**src/rtl/sio_dbuf_pkg.sv**
```systemverilog
package sio_dbuf_pkg;

  typedef enum logic {
    BUS_WORD = 1'b0,
    BUS_BYTE = 1'b1
  } bus_mode_e;

  typedef logic [1:0] xfer_cnt_t;

  localparam xfer_cnt_t XFER_NONE = 2'd0;
  localparam xfer_cnt_t XFER_ONE  = 2'd1;
  localparam xfer_cnt_t XFER_TWO  = 2'd2;

endpackage

```
**src/rtl/sio_dbuf_fifo.sv**
```systemverilog
// Queue that accepts up to two pushes and serves up to two pops per cycle.
// DEPTH must be a power of two, at least 2.
module sio_dbuf_fifo
  import sio_dbuf_pkg::*;
#(
  parameter int DEPTH = 4,
  parameter int DW    = 8,
  localparam int AW   = $clog2(DEPTH),
  localparam int CW   = AW + 1
) (
  input  logic          clk,
  input  logic          rst_n,
  input  xfer_cnt_t     push_n_i,
  input  logic [DW-1:0] push_d0_i,
  input  logic [DW-1:0] push_d1_i,
  input  xfer_cnt_t     pop_n_i,
  output logic [DW-1:0] head0_o,
  output logic [DW-1:0] head1_o,
  output logic [CW-1:0] count_o,
  output xfer_cnt_t     push_acc_o,
  output xfer_cnt_t     pop_acc_o
);

  logic [DW-1:0] mem [DEPTH];
  logic [AW-1:0] wr_ptr_q, wr_ptr_d, wr_ptr1;
  logic [AW-1:0] rd_ptr_q, rd_ptr_d, rd_ptr1;
  logic [CW-1:0] cnt_q, cnt_d;
  logic [CW-1:0] pop_ext, push_ext;
  logic [CW:0]   free_slots;
  xfer_cnt_t     pop_acc, push_acc;

  assign pop_ext  = CW'(pop_n_i);
  assign push_ext = CW'(push_n_i);

  // Pops are limited by what is stored before this cycle's pushes.
  always_comb begin
    if (cnt_q >= pop_ext) pop_acc = pop_n_i;
    else                  pop_acc = xfer_cnt_t'(cnt_q);
  end

  // A slot freed by a pop in the same cycle may take a push.
  assign free_slots = (CW+1)'(DEPTH) - (CW+1)'(cnt_q) + (CW+1)'(pop_acc);

  always_comb begin
    if ((CW+1)'(push_ext) <= free_slots) push_acc = push_n_i;
    else                                 push_acc = xfer_cnt_t'(free_slots);
  end

  assign wr_ptr1 = wr_ptr_q + AW'(1);
  assign rd_ptr1 = rd_ptr_q + AW'(1);

  // Storage: one write port per slot, no reset on data.
  for (genvar i = 0; i < DEPTH; i++) begin : g_slot
    logic we0, we1;
    assign we0 = (push_acc != XFER_NONE) && (wr_ptr_q == AW'(i));
    assign we1 = (push_acc == XFER_TWO)  && (wr_ptr1  == AW'(i));
    always_ff @(posedge clk) begin
      if (we0)      mem[i] <= push_d0_i;
      else if (we1) mem[i] <= push_d1_i;
    end
  end

  // Next-state
  always_comb begin
    wr_ptr_d = wr_ptr_q + AW'(push_acc);
    rd_ptr_d = rd_ptr_q + AW'(pop_acc);
    cnt_d    = cnt_q + CW'(push_acc) - CW'(pop_acc);
  end

  // Registers
  always_ff @(posedge clk or negedge rst_n) begin
    if (!rst_n) begin
      wr_ptr_q <= '0;
      rd_ptr_q <= '0;
      cnt_q    <= '0;
    end else begin
      wr_ptr_q <= wr_ptr_d;
      rd_ptr_q <= rd_ptr_d;
      cnt_q    <= cnt_d;
    end
  end

  assign head0_o    = mem[rd_ptr_q];
  assign head1_o    = mem[rd_ptr1];
  assign count_o    = cnt_q;
  assign push_acc_o = push_acc;
  assign pop_acc_o  = pop_acc;

endmodule

```
**src/rtl/sio_dbuf_rdctl.sv**
```systemverilog
// Decodes processor reads into pop requests and forms the registered result.
module sio_dbuf_rdctl
  import sio_dbuf_pkg::*;
#(
  parameter int DW = 8,
  localparam int BW = 2 * DW
) (
  input  logic          clk,
  input  logic          rst_n,
  input  bus_mode_e     mode_i,
  input  logic          rd_i,
  input  logic          word_i,
  input  logic          hi_i,
  input  logic [DW-1:0] head0_i,
  input  logic [DW-1:0] head1_i,
  input  xfer_cnt_t     pop_acc_i,
  output xfer_cnt_t     pop_req_o,
  output logic [BW-1:0] rdata_o,
  output xfer_cnt_t     rd_cnt_o
);

  logic          word_rd;
  logic [DW-1:0] lane_lo, lane_hi, one_ch;
  logic [BW-1:0] rdata_q, rdata_d;
  xfer_cnt_t     cnt_q, cnt_d;
  logic          rdata_en;

  assign word_rd = word_i && (mode_i == BUS_WORD);

  always_comb begin
    if (!rd_i)        pop_req_o = XFER_NONE;
    else if (word_rd) pop_req_o = XFER_TWO;
    else              pop_req_o = XFER_ONE;
  end

  // Data lanes for this cycle's read; missing characters read as zero.
  always_comb begin
    one_ch  = (pop_acc_i != XFER_NONE) ? head0_i : '0;
    lane_lo = '0;
    lane_hi = '0;
    if (word_rd) begin
      lane_lo = one_ch;
      lane_hi = (pop_acc_i == XFER_TWO) ? head1_i : '0;
    end else if (hi_i) begin
      lane_hi = one_ch;
    end else begin
      lane_lo = one_ch;
    end
  end

  // Next-state
  assign rdata_en = rd_i;
  assign rdata_d  = {lane_hi, lane_lo};
  assign cnt_d    = rd_i ? pop_acc_i : XFER_NONE;

  // Registers
  always_ff @(posedge clk or negedge rst_n) begin
    if (!rst_n) begin
      rdata_q <= '0;
      cnt_q   <= XFER_NONE;
    end else begin
      if (rdata_en) rdata_q <= rdata_d;
      cnt_q <= cnt_d;
    end
  end

  assign rdata_o  = rdata_q;
  assign rd_cnt_o = cnt_q;

endmodule

```
**src/rtl/sio_dbuf_wrctl.sv**
```systemverilog
// Decodes processor writes into transmit pushes, low lane first.
module sio_dbuf_wrctl
  import sio_dbuf_pkg::*;
#(
  parameter int DW = 8,
  localparam int BW = 2 * DW
) (
  input  bus_mode_e     mode_i,
  input  logic          wr_i,
  input  logic          word_i,
  input  logic          hi_i,
  input  logic [BW-1:0] wdata_i,
  output xfer_cnt_t     push_n_o,
  output logic [DW-1:0] push_d0_o,
  output logic [DW-1:0] push_d1_o
);

  logic [DW-1:0] lo_lane, hi_lane;

  assign lo_lane = wdata_i[DW-1:0];
  assign hi_lane = wdata_i[BW-1:DW];

  always_comb begin
    push_n_o  = XFER_NONE;
    push_d0_o = lo_lane;
    push_d1_o = hi_lane;
    if (wr_i) begin
      if (word_i && (mode_i == BUS_WORD)) begin
        push_n_o = XFER_TWO;
      end else begin
        push_n_o  = XFER_ONE;
        push_d0_o = hi_i ? hi_lane : lo_lane;
      end
    end
  end

endmodule

```
**src/rtl/sio_dbuf_port.sv**
```systemverilog
module sio_dbuf_port
  import sio_dbuf_pkg::*;
#(
  parameter int RX_DEPTH = 4,
  parameter int TX_DEPTH = 4,
  parameter int DW       = 8,
  localparam int BW      = 2 * DW,
  localparam int RX_CW   = $clog2(RX_DEPTH) + 1,
  localparam int TX_CW   = $clog2(TX_DEPTH) + 1
) (
  input  logic          clk,
  input  logic          rst_n,
  input  logic          bus_mode_i,
  input  logic          cpu_rd_i,
  input  logic          cpu_wr_i,
  input  logic          cpu_hi_i,
  input  logic          cpu_word_i,
  input  logic [BW-1:0] cpu_wdata_i,
  output logic [BW-1:0] cpu_rdata_o,
  output logic [1:0]    rd_cnt_o,
  output logic          rxrdy_o,
  output logic          txrdy_o,
  input  logic          rx_push_i,
  input  logic [DW-1:0] rx_data_i,
  input  logic          ovr_clr_i,
  output logic          rx_ovr_o,
  input  logic          tx_pop_i,
  output logic [DW-1:0] tx_data_o,
  output logic          tx_vld_o
);

  bus_mode_e        mode;
  xfer_cnt_t        rx_pop_req, rx_pop_acc, rx_push_acc;
  logic [DW-1:0]    rx_head0, rx_head1;
  logic [RX_CW-1:0] rx_cnt;
  xfer_cnt_t        tx_push_n, tx_push_acc, tx_pop_acc;
  logic [DW-1:0]    tx_d0, tx_d1, tx_head1;
  logic [TX_CW-1:0] tx_cnt;
  xfer_cnt_t        rd_cnt;
  logic             ovr_q, ovr_d, rx_drop;

  assign mode = bus_mode_e'(bus_mode_i);

  sio_dbuf_rdctl #(.DW(DW)) u_rdctl (
    .clk       (clk),
    .rst_n     (rst_n),
    .mode_i    (mode),
    .rd_i      (cpu_rd_i),
    .word_i    (cpu_word_i),
    .hi_i      (cpu_hi_i),
    .head0_i   (rx_head0),
    .head1_i   (rx_head1),
    .pop_acc_i (rx_pop_acc),
    .pop_req_o (rx_pop_req),
    .rdata_o   (cpu_rdata_o),
    .rd_cnt_o  (rd_cnt)
  );

  sio_dbuf_fifo #(.DEPTH(RX_DEPTH), .DW(DW)) u_rxq (
    .clk        (clk),
    .rst_n      (rst_n),
    .push_n_i   ({1'b0, rx_push_i}),
    .push_d0_i  (rx_data_i),
    .push_d1_i  (rx_data_i),
    .pop_n_i    (rx_pop_req),
    .head0_o    (rx_head0),
    .head1_o    (rx_head1),
    .count_o    (rx_cnt),
    .push_acc_o (rx_push_acc),
    .pop_acc_o  (rx_pop_acc)
  );

  sio_dbuf_wrctl #(.DW(DW)) u_wrctl (
    .mode_i    (mode),
    .wr_i      (cpu_wr_i),
    .word_i    (cpu_word_i),
    .hi_i      (cpu_hi_i),
    .wdata_i   (cpu_wdata_i),
    .push_n_o  (tx_push_n),
    .push_d0_o (tx_d0),
    .push_d1_o (tx_d1)
  );

  sio_dbuf_fifo #(.DEPTH(TX_DEPTH), .DW(DW)) u_txq (
    .clk        (clk),
    .rst_n      (rst_n),
    .push_n_i   (tx_push_n),
    .push_d0_i  (tx_d0),
    .push_d1_i  (tx_d1),
    .pop_n_i    ({1'b0, tx_pop_i}),
    .head0_o    (tx_data_o),
    .head1_o    (tx_head1),
    .count_o    (tx_cnt),
    .push_acc_o (tx_push_acc),
    .pop_acc_o  (tx_pop_acc)
  );

  // Overrun: next-state then register
  assign rx_drop = rx_push_i && (rx_push_acc == XFER_NONE);
  assign ovr_d   = (ovr_q && !ovr_clr_i) || rx_drop;

  always_ff @(posedge clk or negedge rst_n) begin
    if (!rst_n) ovr_q <= 1'b0;
    else        ovr_q <= ovr_d;
  end

  assign rx_ovr_o = ovr_q;
  assign rd_cnt_o = rd_cnt;
  assign rxrdy_o  = (rx_cnt != '0);
  assign txrdy_o  = (tx_cnt != TX_CW'(TX_DEPTH));
  assign tx_vld_o = (tx_cnt != '0);

endmodule

```
**config.mk**
```make
export PLATFORM = sky130hd
export DESIGN_NAME = sio_dbuf_port
export DESIGN_NICKNAME = d
export VERILOG_FILES = /design/src/rtl/sio_dbuf_pkg.sv /design/src/rtl/sio_dbuf_fifo.sv /design/src/rtl/sio_dbuf_rdctl.sv /design/src/rtl/sio_dbuf_wrctl.sv /design/src/rtl/sio_dbuf_port.sv
export SDC_FILE = /design/constraint.sdc
export NUM_CORES = 1
export LEC_CHECK = 0
export BUFFER_PORTS_ARGS = -buffer_cell sky130_fd_sc_hd__buf_2
export CAP_MARGIN = 20
export CORE_MARGIN = 8
export CORE_UTILIZATION = 65
export CTS_BUF_LIST = sky130_fd_sc_hd__clkbuf_4
export CTS_CLUSTER_SIZE = 8
export DETAILED_ROUTE_END_ITERATION = 12
export PLACE_DENSITY_LB_ADDON = 0.3
export RECOVER_POWER = 50
export SLEW_MARGIN = 20
export SYNTH_ARGS = -nofsm -noshare
export SYNTH_HDL_FRONTEND = slang
export SYNTH_SLANG_ARGS = --single-unit
```
**constraint.sdc**
```tcl
create_clock -name clk -period 11.5 [get_ports clk]
set_input_delay 2.875 -clock clk [delete_from_list [all_inputs] [get_ports clk]]
set_output_delay 2.875 -clock clk [all_outputs]
set_load 0.05 [all_outputs]
```
==> flow_metrics.env, run 1 <==
export IMPL_crit_buf_inv=4
export IMPL_hold_viol=0
export IMPL_achievable_frequency_ghz=0.150
export IMPL_status="complete, but fails checks"
export IMPL_hold_buffers=0
export IMPL_start_util_pct=65.9
export IMPL_worstSetupEndpointType="register"
export IMPL_die_w_um=104
export IMPL_inserted_clock_buffers=9
export IMPL_timing_hold_worst_class="register to register"
export IMPL_p_leak_nw=2.15
export IMPL_startpoint_type="primary input"
export IMPL_insertedDiodeCount=0
export IMPL_final_design_area_no_fill_um2=5490
export IMPL_number_of_global_route_vias_before_repair=3390
export IMPL_number_of_failing_setup_endpoints_in_the_final_timing_report=0
export IMPL_pin_count_of_the_biggest_net_entering_global_routing=34
export IMPL_timing_setup_critical_path_class="primary input to register"
export IMPL_synth_distinct_cells=45
export IMPL_grt_pass1_wl_mm=16.6
export IMPL_ys_seq_elements=97
export IMPL_holdWs_ps=492
export IMPL_detailedPlacementHpwl_mm=7.26
export IMPL_ys_warn_count=0
export IMPL_cts_repair_timing_setup_buffer_count=0
export IMPL_total_global_routing_overflow=0
export IMPL_power_density_cell_area_nw_per_um2=276
export IMPL_dr_pass1_iters=4
export IMPL_rows=32
export IMPL_post_route_drc_count=0
export IMPL_worst_path_largest_cell_delay_ps=490
export IMPL_vias_per_cell=5.96
export IMPL_max_cap_violations=1
export IMPL_postCtsResizedCells=0
export IMPL_post_synth_inst_count=370
export IMPL_clk_pin_slew_worst_paths_ps=140
export IMPL_routedWlPerCell_um=18.7
export IMPL_period_minus_slack_ps=6690
export IMPL_synth_yosys_seq_area_share_pct=55.1
export IMPL_final_antenna_net_count=0
export IMPL_count_of_filler_cells_inserted_in_the_layout=534
export IMPL_floorplan_die_height_um=104
export IMPL_die_area_um2=10700
export IMPL_port_buffers=63
export IMPL_vdd_ir_drop_worst_mv=0.192
export IMPL_path_cells="buf_2 > ha_1 > nor4b_1 > mux2_1 > inv_1 > ha_1 > inv_1 > ha_1 > inv_1 > ha_1 > nor2b_1 > o221a_4 > nor2_1 > a21oi_1 > fa_1 > fa_1 > xor2_1 > xnor2_1"
export IMPL_rsz0062_at_grt="no"
export IMPL_cp_required_ps=11870
export IMPL_post_dp_cell_area_um2=5400
export IMPL_cts_max_path_buffers=2
export IMPL_finalWeightedCongestion=0.851
export IMPL_insertion_delay_ps=440
export IMPL_failing_checks="capacitance limit, slew limit"
export IMPL_post_synth_instance_area_um2=4980
export IMPL_flow_area_growth_from_synthesis_pct=10.1
export IMPL_timing_critical_path_max_delay_family="adder cells"
export IMPL_clock_skew_ps=17.8
export IMPL_cts_root_buffer="sky130_fd_sc_hd__clkbuf_4"
export IMPL_ys_dominant_reg_cell="sky130_fd_sc_hd__edfxtp_1"
export IMPL_timing_critical_path_arrival_ps=7050
export IMPL_tritoncts_clock_tree="yes"
export IMPL_async_flop_share_pct=34.0
export IMPL_cts_max_level=3
export IMPL_cts_sinks=97
export IMPL_critPathSlowestCell="sky130_fd_sc_hd__fa_1"
export IMPL_syn_avg_cell_area_um2=13.5
export IMPL_crit_fanout=6
export IMPL_boundaryPins=64
export IMPL_finalNetCount=489
export IMPL_critPathMostFrequentCell="sky130_fd_sc_hd__ha_1"
export IMPL_worstMarginPinSlew_ps=1860
export IMPL_final_min_period_over_clock_period_pct=58.1
export IMPL_drv_slew=34
export IMPL_grt_usage_pct=19.2
export IMPL_edff_count_synth=64
export IMPL_route_vias_total=3219
export IMPL_final_setup_tns_ps=0
export IMPL_number_of_antenna_violations_at_the_first_check_in_global_routing=0
export IMPL_placeableCoreArea_um2=7570
export IMPL_routed_wirelength_mm=10.1
export IMPL_slew_headroom_pct=-23.8
export IMPL_post_route_cells_drive_above_1_share_pct=22.1
export IMPL_drt_initial_drc_count=235
[synthesized netlist by cell type, types with 2 or more instances]
library cell / instances / share of area [%]
sky130_fd_sc_hd__xnor2_1: 5 / 0.88
sky130_fd_sc_hd__fa_1: 5 / 2.0
sky130_fd_sc_hd__mux4_2: 8 / 3.6
sky130_fd_sc_hd__and3_1: 2 / 0.25
sky130_fd_sc_hd__nand2b_1: 3 / 0.38
sky130_fd_sc_hd__nor2_1: 18 / 1.4
sky130_fd_sc_hd__o2bb2ai_1: 8 / 1.4
sky130_fd_sc_hd__nor3b_1: 3 / 0.45
sky130_fd_sc_hd__mux2_2: 38 / 8.6
sky130_fd_sc_hd__xor2_1: 5 / 0.88
sky130_fd_sc_hd__buf_2: 2 / 0.20
sky130_fd_sc_hd__o21bai_1: 2 / 0.30
sky130_fd_sc_hd__inv_1: 23 / 1.7
sky130_fd_sc_hd__edfxtp_1: 64 / 39
sky130_fd_sc_hd__o211ai_1: 4 / 0.60
sky130_fd_sc_hd__ha_1: 17 / 4.3
sky130_fd_sc_hd__dfrtp_1: 33 / 17
sky130_fd_sc_hd__a21oi_4: 3 / 0.98
sky130_fd_sc_hd__o221ai_1: 8 / 1.4
sky130_fd_sc_hd__nor3_1: 3 / 0.30
sky130_fd_sc_hd__nand3_1: 4 / 0.40
sky130_fd_sc_hd__clkbuf_1: 12 / 0.90
sky130_fd_sc_hd__o21a_1: 8 / 1.2
sky130_fd_sc_hd__o21ai_0: 15 / 1.5
sky130_fd_sc_hd__a21oi_1: 12 / 1.2
sky130_fd_sc_hd__nand2_1: 22 / 1.7
sky130_fd_sc_hd__mux2i_1: 19 / 3.8
sky130_fd_sc_hd__nor2b_1: 6 / 0.75
sky130_fd_sc_hd__or3_1: 2 / 0.25
[cells in the final DEF (no fill, tap or decap), types with 6 or more instances in the layout]
cell and count:
sky130_fd_sc_hd__a21oi_1 12, sky130_fd_sc_hd__buf_2 24, sky130_fd_sc_hd__clkbuf_1 39, sky130_fd_sc_hd__clkbuf_4 10, sky130_fd_sc_hd__dfrtp_1 32, sky130_fd_sc_hd__edfxtp_1 64
sky130_fd_sc_hd__ha_1 17, sky130_fd_sc_hd__inv_1 23, sky130_fd_sc_hd__mux2_2 37, sky130_fd_sc_hd__mux2i_1 19, sky130_fd_sc_hd__mux4_2 8, sky130_fd_sc_hd__nand2_1 22
sky130_fd_sc_hd__nor2_1 18, sky130_fd_sc_hd__nor2b_1 6, sky130_fd_sc_hd__o21a_1 8, sky130_fd_sc_hd__o21ai_0 15, sky130_fd_sc_hd__o221ai_1 8, sky130_fd_sc_hd__o2bb2ai_1 8
[routing by layer]
layer	up-vias	share of wire, %	track usage (%)
met5	-	0	0
met4	0	1.0	7.35
met3	9	6.2	4.58
met2	114	50	31.4
met1	1589	43	24.0
li1	1507	-	-
[final timing paths]
check / from / endpoint / slack (ps) / depth (start not counted)
hold / removal: u_rdctl.rdata_o[11]$_DFFE_PN0P_ / u_rdctl.rdata_o[11]$_DFFE_PN0P_ / 490 / 1
hold reg to reg: u_rdctl.rdata_o[11]$_DFFE_PN0P_ / u_rdctl.rdata_o[11]$_DFFE_PN0P_ / 490 / 1
max in group asynchronous: rst_n / u_rxq.rd_ptr_q[1]$_DFF_PN0_ / 7380 / 1
setup / recovery: tx_pop_i / u_txq.count_o[2]$_DFF_PN0_ / 4810 / 18
min in group asynchronous: rst_n / u_txq.count_o[0]$_DFF_PN0_ / 2920 / 1
setup reg to reg: u_txq.count_o[0]$_DFF_PN0_ / u_txq.count_o[2]$_DFF_PN0_ / 6870 / 18
[report_power, final]
part           total [mW]  leakage [nW]  internal, mW  switching [mW]
sequential          0.621         0.993         0.501           0.120
combinational       0.711          1.08         0.258           0.453
clock               0.183        0.0746        0.0697           0.113
[layout make-up]
type                       instances  area [um^2]  area share [%]
clock buffer                      10         75.1            1.37
timing repair buffer              66          289            5.26
multi-input combinational        236         2100            38.2
clock inverter                     6         67.6            1.23
inverter                          23         86.3            1.57
tap                              102          128            2.32
sequential                        97         2750            50.1
[sequential cells by signal, indices dropped and copies added (netlist names), 2 cells and up]
signal,flops
u_rdctl.rd_cnt_o,2
u_rdctl.rdata_o,16
u_rxq.count_o,3
u_rxq.mem,32
u_rxq.rd_ptr_q,2
u_rxq.wr_ptr_q,2
u_txq.count_o,3
u_txq.mem,32
u_txq.rd_ptr_q,2
u_txq.wr_ptr_q,2
[through the flow]
stage	total power [mW]	worst slack, ps	cells	util [%]
floorplan	1.18	4790	371	-
global placement	1.32	4560	524	71.3
detailed placement	1.36	4320	524	71.3
CTS	1.54	4800	540	73.2
global route	1.61	4570	540	72.6
finish	1.51	4810	540	72.6
[worst reg2reg max path: stages (launching register included)]
cell                      delay [ps]
sky130_fd_sc_hd__dfrtp_1         410
sky130_fd_sc_hd__inv_1            90
sky130_fd_sc_hd__ha_1            280
sky130_fd_sc_hd__nor4b_1         380
sky130_fd_sc_hd__mux2_1          410
sky130_fd_sc_hd__inv_1            70
sky130_fd_sc_hd__ha_1            150
sky130_fd_sc_hd__inv_1            50
sky130_fd_sc_hd__ha_1            290
sky130_fd_sc_hd__inv_1            60
sky130_fd_sc_hd__ha_1            290
sky130_fd_sc_hd__nor2b_1         230
sky130_fd_sc_hd__o221a_4         280
sky130_fd_sc_hd__nor2_1           50
sky130_fd_sc_hd__a21oi_1         230
sky130_fd_sc_hd__fa_1            490
sky130_fd_sc_hd__fa_1            450
sky130_fd_sc_hd__xor2_1          200
sky130_fd_sc_hd__xnor2_1         150
[cells by family after synthesis]
kind of cell	count (synthesis)	synth area share, %
simple gates	68	6.70
flops	97	55.1
fa+ha+maj	22	6.28
buf+inv	38	2.91
xor+xnor	10	1.76
compound gates	67	10.4
other cells	1	0.0752
mux	67	16.8
(Power assumes the default switching activity.)
==> inputs of run 2 (changes only) <==
Settings changed: CORE_UTILIZATION 65 to 54.
Clock period 11.5 ns to 5.92 ns, I/O delays scaled along.
==> run 2 against run 1 <==
The flow still finishes with violations (capacitance limit, slew limit); routed wire length rose by 3.6%; cell count grew 2.6%; sequential share of layout area is 0.42 points lower; sequential cell count is the same; cell area up 0.84%; largest cell class unchanged; largest power group unchanged; critical path depth did not move.
==> flow_metrics.env, run 2 (synthesis results as in run 1) <==
export IMPL_number_of_global_route_vias_before_repair=3442
export IMPL_layout_commonest_cell="sky130_fd_sc_hd__edfxtp_1"
export IMPL_post_route_cells_drive_above_1_share_pct=22.6
export IMPL_hold_path_startpoint="u_rdctl.rdata_o[13]$_DFFE_PN0P_"
export IMPL_timing_hold_worst_class="register to register"
export IMPL_boundaryPins=64
export IMPL_start_util_pct=54.7
export IMPL_die_w_um=112
export IMPL_floorplan_die_height_um=112
export IMPL_die_area_um2=12600
export IMPL_path_cells="clkbuf_1 > ha_1 > nor4b_1 > mux2_1 > inv_1 > ha_1 > inv_1 > ha_1 > inv_1 > ha_1 > nor2b_1 > o221a_4 > nor2_1 > a21oi_1 > fa_1 > fa_1 > xor2_1 > xnor2_1"
export IMPL_number_of_antenna_violations_at_the_first_check_in_global_routing=0
export IMPL_hold_viol=0
export IMPL_timing_critical_path_arrival_ps=5560
export IMPL_worst_r2r_setup_slack_ps=1340
export IMPL_power_density_cell_area_nw_per_um2=538
export IMPL_reg2reg_from="u_txq.count_o[0]$_DFF_PN0_"
export IMPL_worst_path_largest_cell_delay_ps=490
export IMPL_routed_wirelength_mm=10.5
export IMPL_cts_repair_timing_setup_buffer_count=0
export IMPL_number_of_failing_setup_endpoints_in_the_final_timing_report=0
export IMPL_cts_root_buffer="sky130_fd_sc_hd__clkbuf_4"
export IMPL_final_antenna_net_count=0
export IMPL_flow_area_growth_from_synthesis_pct=11.1
export IMPL_final_setup_tns_ps=0
export IMPL_cts_max_level=3
export IMPL_max_cap_violations=1
export IMPL_power_share_sequential_pct=40.4
export IMPL_finalWeightedCongestion=0.791
export IMPL_grt_usage_pct=17.1
export IMPL_cp_required_ps=6260
export IMPL_worstSetupEndpointType="register"
export IMPL_tritoncts_clock_tree="yes"
export IMPL_vdd_ir_drop_worst_mv=0.292
export IMPL_layout_common_cells="sky130_fd_sc_hd__edfxtp_1 (64), sky130_fd_sc_hd__clkbuf_1 (42), sky130_fd_sc_hd__mux2_2 (37), sky130_fd_sc_hd__dfrtp_1 (32), sky130_fd_sc_hd__inv_1 (23)"
export IMPL_worstMarginPinSlew_ps=1750
export IMPL_critPathMostFrequentCell="sky130_fd_sc_hd__ha_1"
export IMPL_cellInternalPower_mw=1.63
export IMPL_r2r_end="u_txq.count_o[2]$_DFF_PN0_"
export IMPL_whs_path_depth=1
export IMPL_period_minus_slack_ps=5220
export IMPL_critPathSlowestCell="sky130_fd_sc_hd__fa_1"
export IMPL_reported_net_switching_power_mw=1.35
export IMPL_whs_endpoint="u_rdctl.rdata_o[13]$_DFFE_PN0P_"
export IMPL_postCtsResizedCells=0
export IMPL_power_share_clock_pct=12.5
export IMPL_vias_per_cell=5.80
export IMPL_routedWlPerCell_um=18.9
export IMPL_port_buffers=63
export IMPL_placeableCoreArea_um2=9110
export IMPL_failing_checks="capacitance limit, slew limit"
export IMPL_insertion_delay_ps=450
export IMPL_power_switching_share_pct=45.4
export IMPL_holdWs_ps=501
export IMPL_achievable_frequency_ghz=0.192
export IMPL_post_route_drc_count=0
export IMPL_finalNetCount=494
export IMPL_hold_buffers=0
export IMPL_rows=35
export IMPL_drv_slew=34
export IMPL_clock_skew_ps=32.4
export IMPL_crit_fanout=6
export IMPL_total_global_routing_overflow=0
export IMPL_power_frac_comb_pct=47.1
export IMPL_clk_pin_slew_worst_paths_ps=170
export IMPL_insertedDiodeCount=0
export IMPL_timing_setup_critical_path_class="primary input to register"
export IMPL_final_min_period_over_clock_period_pct=88.2
export IMPL_dr_pass1_iters=4
export IMPL_rr_worst_depth=18
export IMPL_detailedPlacementHpwl_mm=7.50
export IMPL_cts_sinks=97
export IMPL_status="complete, but fails checks"
export IMPL_slew_headroom_pct=-16.7
export IMPL_grt_pass1_wl_mm=17.2
export IMPL_utilization_after_layout_pct=60.8
export IMPL_route_vias_total=3213
export IMPL_startpoint_type="primary input"
export IMPL_rsz0062_at_grt="no"
export IMPL_cts_max_path_buffers=2
export IMPL_inserted_clock_buffers=9
export IMPL_pin_count_of_the_biggest_net_entering_global_routing=34
export IMPL_drt_initial_drc_count=127
export IMPL_p_leak_nw=2.17
run 2: changes by cell type in the layout (fill, tap and decap cells not counted):
cell                       previous run  this run
sky130_fd_sc_hd__clkinv_1             1         0
sky130_fd_sc_hd__clkbuf_4            10        11
sky130_fd_sc_hd__buf_2               24        22
sky130_fd_sc_hd__clkbuf_1            39        42
sky130_fd_sc_hd__clkinv_4             2         1
sky130_fd_sc_hd__buf_4                3         7
sky130_fd_sc_hd__inv_6                1         2
run 2: worst max path at each step:
stage,startpoint,to,slack [ps],cells after the start
final,tx_pop_i,u_txq.count_o[2]$_DFF_PN0_,700,18
after detailed placement,tx_pop_i,u_txq.count_o[2]$_DFF_PN0_,230,18
after global routing,cpu_word_i,u_rxq.count_o[2]$_DFF_PN0_,390,20
after CTS,tx_pop_i,u_txq.count_o[2]$_DFF_PN0_,690,18
after floorplan,tx_pop_i,u_txq.count_o[2]$_DFF_PN0_,600,17
after global placement,tx_pop_i,u_txq.count_o[2]$_DFF_PN0_,370,18
run 2: area by class of cell:
cell class	count	area (um^2)
inverter	23	86.3
clock buffer	11	82.6
tap	111	139
fill	779	3570
multi-input combinational	236	2100
sequential	97	2750
timing repair buffer	71	320
clock inverter	5	63.8
run 2: layer usage:
metal	track usage [%]	up-vias	wire length (um)
met2	28.1	87	5220
li1	-	1512	-
met4	6.56	0	190
met5	0	-	0
met3	3.49	15	553
met1	21.9	1599	4520
run 2: critical path: cells and delay by family:
kind,cells,cell delay [ps]
adder cells (fa/ha/maj),6,1970
AND/OR/NAND/NOR,3,610
XOR/XNOR,2,290
buffers and inverters,4,270
AO/OA/AOI/OAI,2,530
multiplexers,1,410
run 2: through the flow:
step,power (mW),instance area [um^2],setup slack (ps),std cells
after floorplan,2.28,4990,601,371
after global placement,2.60,5440,373,538
after detailed placement,2.66,5440,228,538
after CTS,3.03,5590,685,554
after global routing,3.18,5540,393,554
final,2.98,5540,700,554
run 2: power by group through the flow:
stage | clock (mW) | combinational [mW] | sequential [mW]
after floorplan | 0 | 1.06 | 1.23
after global placement | 0 | 1.40 | 1.20
after detailed placement | 0 | 1.44 | 1.22
after CTS | 0.374 | 1.45 | 1.20
after global routing | 0.400 | 1.54 | 1.24
final | 0.373 | 1.40 | 1.20
==> inputs of run 3 (changes only) <==
Settings changed: MAX_ROUTING_LAYER set to met4.
==> run 3 against run 2 <==
The run still ends with capacitance limit, slew limit left; routed wire length is 0.36% lower; non-clock buffer count did not move; worst setup slack got worse by 9.9 ps; global-route usage is 0.46 points higher; critical path type unchanged; critical endpoint unchanged; largest power group unchanged.
==> flow_metrics.env, run 3 (synthesis results as in run 1) <==
export IMPL_status="complete, but fails checks"
export IMPL_failing_checks="capacitance limit, slew limit"
export IMPL_critPathMostFrequentCell="sky130_fd_sc_hd__ha_1"
export IMPL_finalWeightedCongestion=0.802
export IMPL_cts_root_buffer="sky130_fd_sc_hd__clkbuf_4"
export IMPL_die_area_um2=12600
export IMPL_rr_worst_depth=18
export IMPL_setup_slack_ps=690
export IMPL_post_route_drc_count=0
export IMPL_cts_max_path_buffers=2
export IMPL_die_w_um=112
export IMPL_dr_pass1_iters=4
export IMPL_drv_slew=34
export IMPL_pin_count_of_the_biggest_net_entering_global_routing=34
export IMPL_detailedPlacementHpwl_mm=7.50
export IMPL_timing_setup_critical_path_class="primary input to register"
export IMPL_grt_pass1_wl_mm=17.2
export IMPL_hold_viol=0
export IMPL_crit_fanout=6
export IMPL_port_buffers=63
export IMPL_period_minus_slack_ps=5230
export IMPL_slew_headroom_pct=-16.8
export IMPL_final_design_area_no_fill_um2=5540
export IMPL_number_of_failing_setup_endpoints_in_the_final_timing_report=0
export IMPL_timing_hold_worst_class="register to register"
export IMPL_worst_path_largest_cell_delay_ps=490
export IMPL_hold_buffers=0
export IMPL_cts_max_level=3
export IMPL_post_dp_cell_area_um2=5440
export IMPL_number_of_global_route_vias_before_repair=3444
export IMPL_postCtsResizedCells=0
export IMPL_path_cells="clkbuf_1 > ha_1 > nor4b_1 > mux2_1 > inv_1 > ha_1 > inv_1 > ha_1 > inv_1 > ha_1 > nor2b_1 > o221a_4 > nor2_1 > a21oi_1 > fa_1 > fa_1 > xor2_1 > xnor2_1"
export IMPL_whs_path_depth=1
export IMPL_clk_pin_slew_worst_paths_ps=170
export IMPL_insertedDiodeCount=0
export IMPL_totalPowerFinal_mw=2.98
export IMPL_rows=35
export IMPL_post_route_cells_drive_above_1_share_pct=22.6
export IMPL_final_antenna_net_count=0
export IMPL_startpoint_type="primary input"
export IMPL_placeableCoreArea_um2=9110
export IMPL_layout_common_cells="sky130_fd_sc_hd__edfxtp_1 (64), sky130_fd_sc_hd__clkbuf_1 (42), sky130_fd_sc_hd__mux2_2 (37), sky130_fd_sc_hd__dfrtp_1 (32), sky130_fd_sc_hd__inv_1 (23)"
export IMPL_routedWlPerCell_um=18.9
export IMPL_cts_repair_timing_setup_buffer_count=0
export IMPL_floorplan_die_height_um=112
export IMPL_routed_wirelength_mm=10.5
export IMPL_p_leak_nw=2.17
export IMPL_cp_required_ps=6250
export IMPL_rsz0062_at_grt="no"
export IMPL_pre_cts_ws_ps=228
export IMPL_boundaryPins=64
export IMPL_finalNetCount=494
export IMPL_final_min_period_over_clock_period_pct=88.3
export IMPL_number_of_antenna_violations_at_the_first_check_in_global_routing=0
export IMPL_inserted_clock_buffers=9
export IMPL_clock_skew_ps=31.8
export IMPL_worstMarginPinSlew_ps=1750
export IMPL_cts_sinks=97
export IMPL_achievable_frequency_ghz=0.191
export IMPL_critPathSlowestCell="sky130_fd_sc_hd__fa_1"
export IMPL_final_setup_tns_ps=0
export IMPL_drt_initial_drc_count=120
export IMPL_grt_usage_pct=17.6
export IMPL_vias_per_cell=5.84
export IMPL_insertion_delay_ps=440
export IMPL_route_vias_total=3234
export IMPL_start_util_pct=54.7
export IMPL_total_global_routing_overflow=0
export IMPL_vdd_ir_drop_worst_mv=0.292
export IMPL_tritoncts_clock_tree="yes"
export IMPL_layout_commonest_cell="sky130_fd_sc_hd__edfxtp_1"
export IMPL_max_cap_violations=1
export IMPL_flow_area_growth_from_synthesis_pct=11.1
export IMPL_worstSetupEndpointType="register"
export IMPL_timing_critical_path_arrival_ps=5560
export IMPL_power_density_cell_area_nw_per_um2=537
run 3: cell counts in the layout (fill, tap and decap cells not counted):
No cell type changed its count.
run 3: area by class of cell:
type | instances | area (um^2)
Fill cell | 779 | 3570
Tap cell | 111 | 139
Inverter | 23 | 86.3
Clock inverter | 5 | 63.8
Clock buffer | 11 | 82.6
Sequential cell | 97 | 2750
Timing Repair Buffer | 71 | 320
Multi-Input combinational cell | 236 | 2100
run 3: routing by layer:
metal | GRT usage [%] | up-vias | routed length [um]
met1 | 22.1 | 1616 | 4560
met3 | 3.11 | 11 | 479
met2 | 28.1 | 90 | 5280
met5 | - | - | 0
li1 | - | 1517 | -
met4 | 6.56 | 0 | 133
run 3: final timing paths:
path	startpoint	end	slack, ps
max	tx_pop_i	u_txq.count_o[2]$_DFF_PN0_	690
max reg2reg	u_txq.count_o[0]$_DFF_PN0_	u_txq.count_o[2]$_DFF_PN0_	1340
min reg2reg	u_rdctl.rdata_o[13]$_DFFE_PN0P_	u_rdctl.rdata_o[13]$_DFFE_PN0P_	500
min in group asynchronous	rst_n	u_rdctl.rdata_o[11]$_DFFE_PN0P_	1480
min	u_rdctl.rdata_o[13]$_DFFE_PN0P_	u_rdctl.rdata_o[13]$_DFFE_PN0P_	500
max in group asynchronous	rst_n	u_rxq.rd_ptr_q[1]$_DFF_PN0_	3290
run 3: report_power, final:
group	total [mW]	leakage, nW	switching [mW]	internal (mW)
logic	1.40	1.10	0.891	0.511
registers	1.20	0.993	0.230	0.972
clock network	0.371	0.0781	0.228	0.143
total	2.98	2.17	1.35	1.63
run 3: critical path, delay by kind of cell:
family / cells / cell delay (ps)
multiplexers: 1 / 410
adder cells (fa/ha/maj): 6 / 1970
AO/OA/AOI/OAI: 2 / 530
AND/OR/NAND/NOR: 3 / 610
buffers and inverters: 4 / 270
XOR/XNOR: 2 / 290
run 3: metrics by stage:
stage          cells  utilization, %  hold WS (ps)
3_5_place_dp     538            59.8           463
3_3_place_gp     538            59.8           456
2_1_floorplan    371               -           477
5_1_grt          554            60.8           524
4_1_cts          554            61.4           500
6_report         554            60.8           501
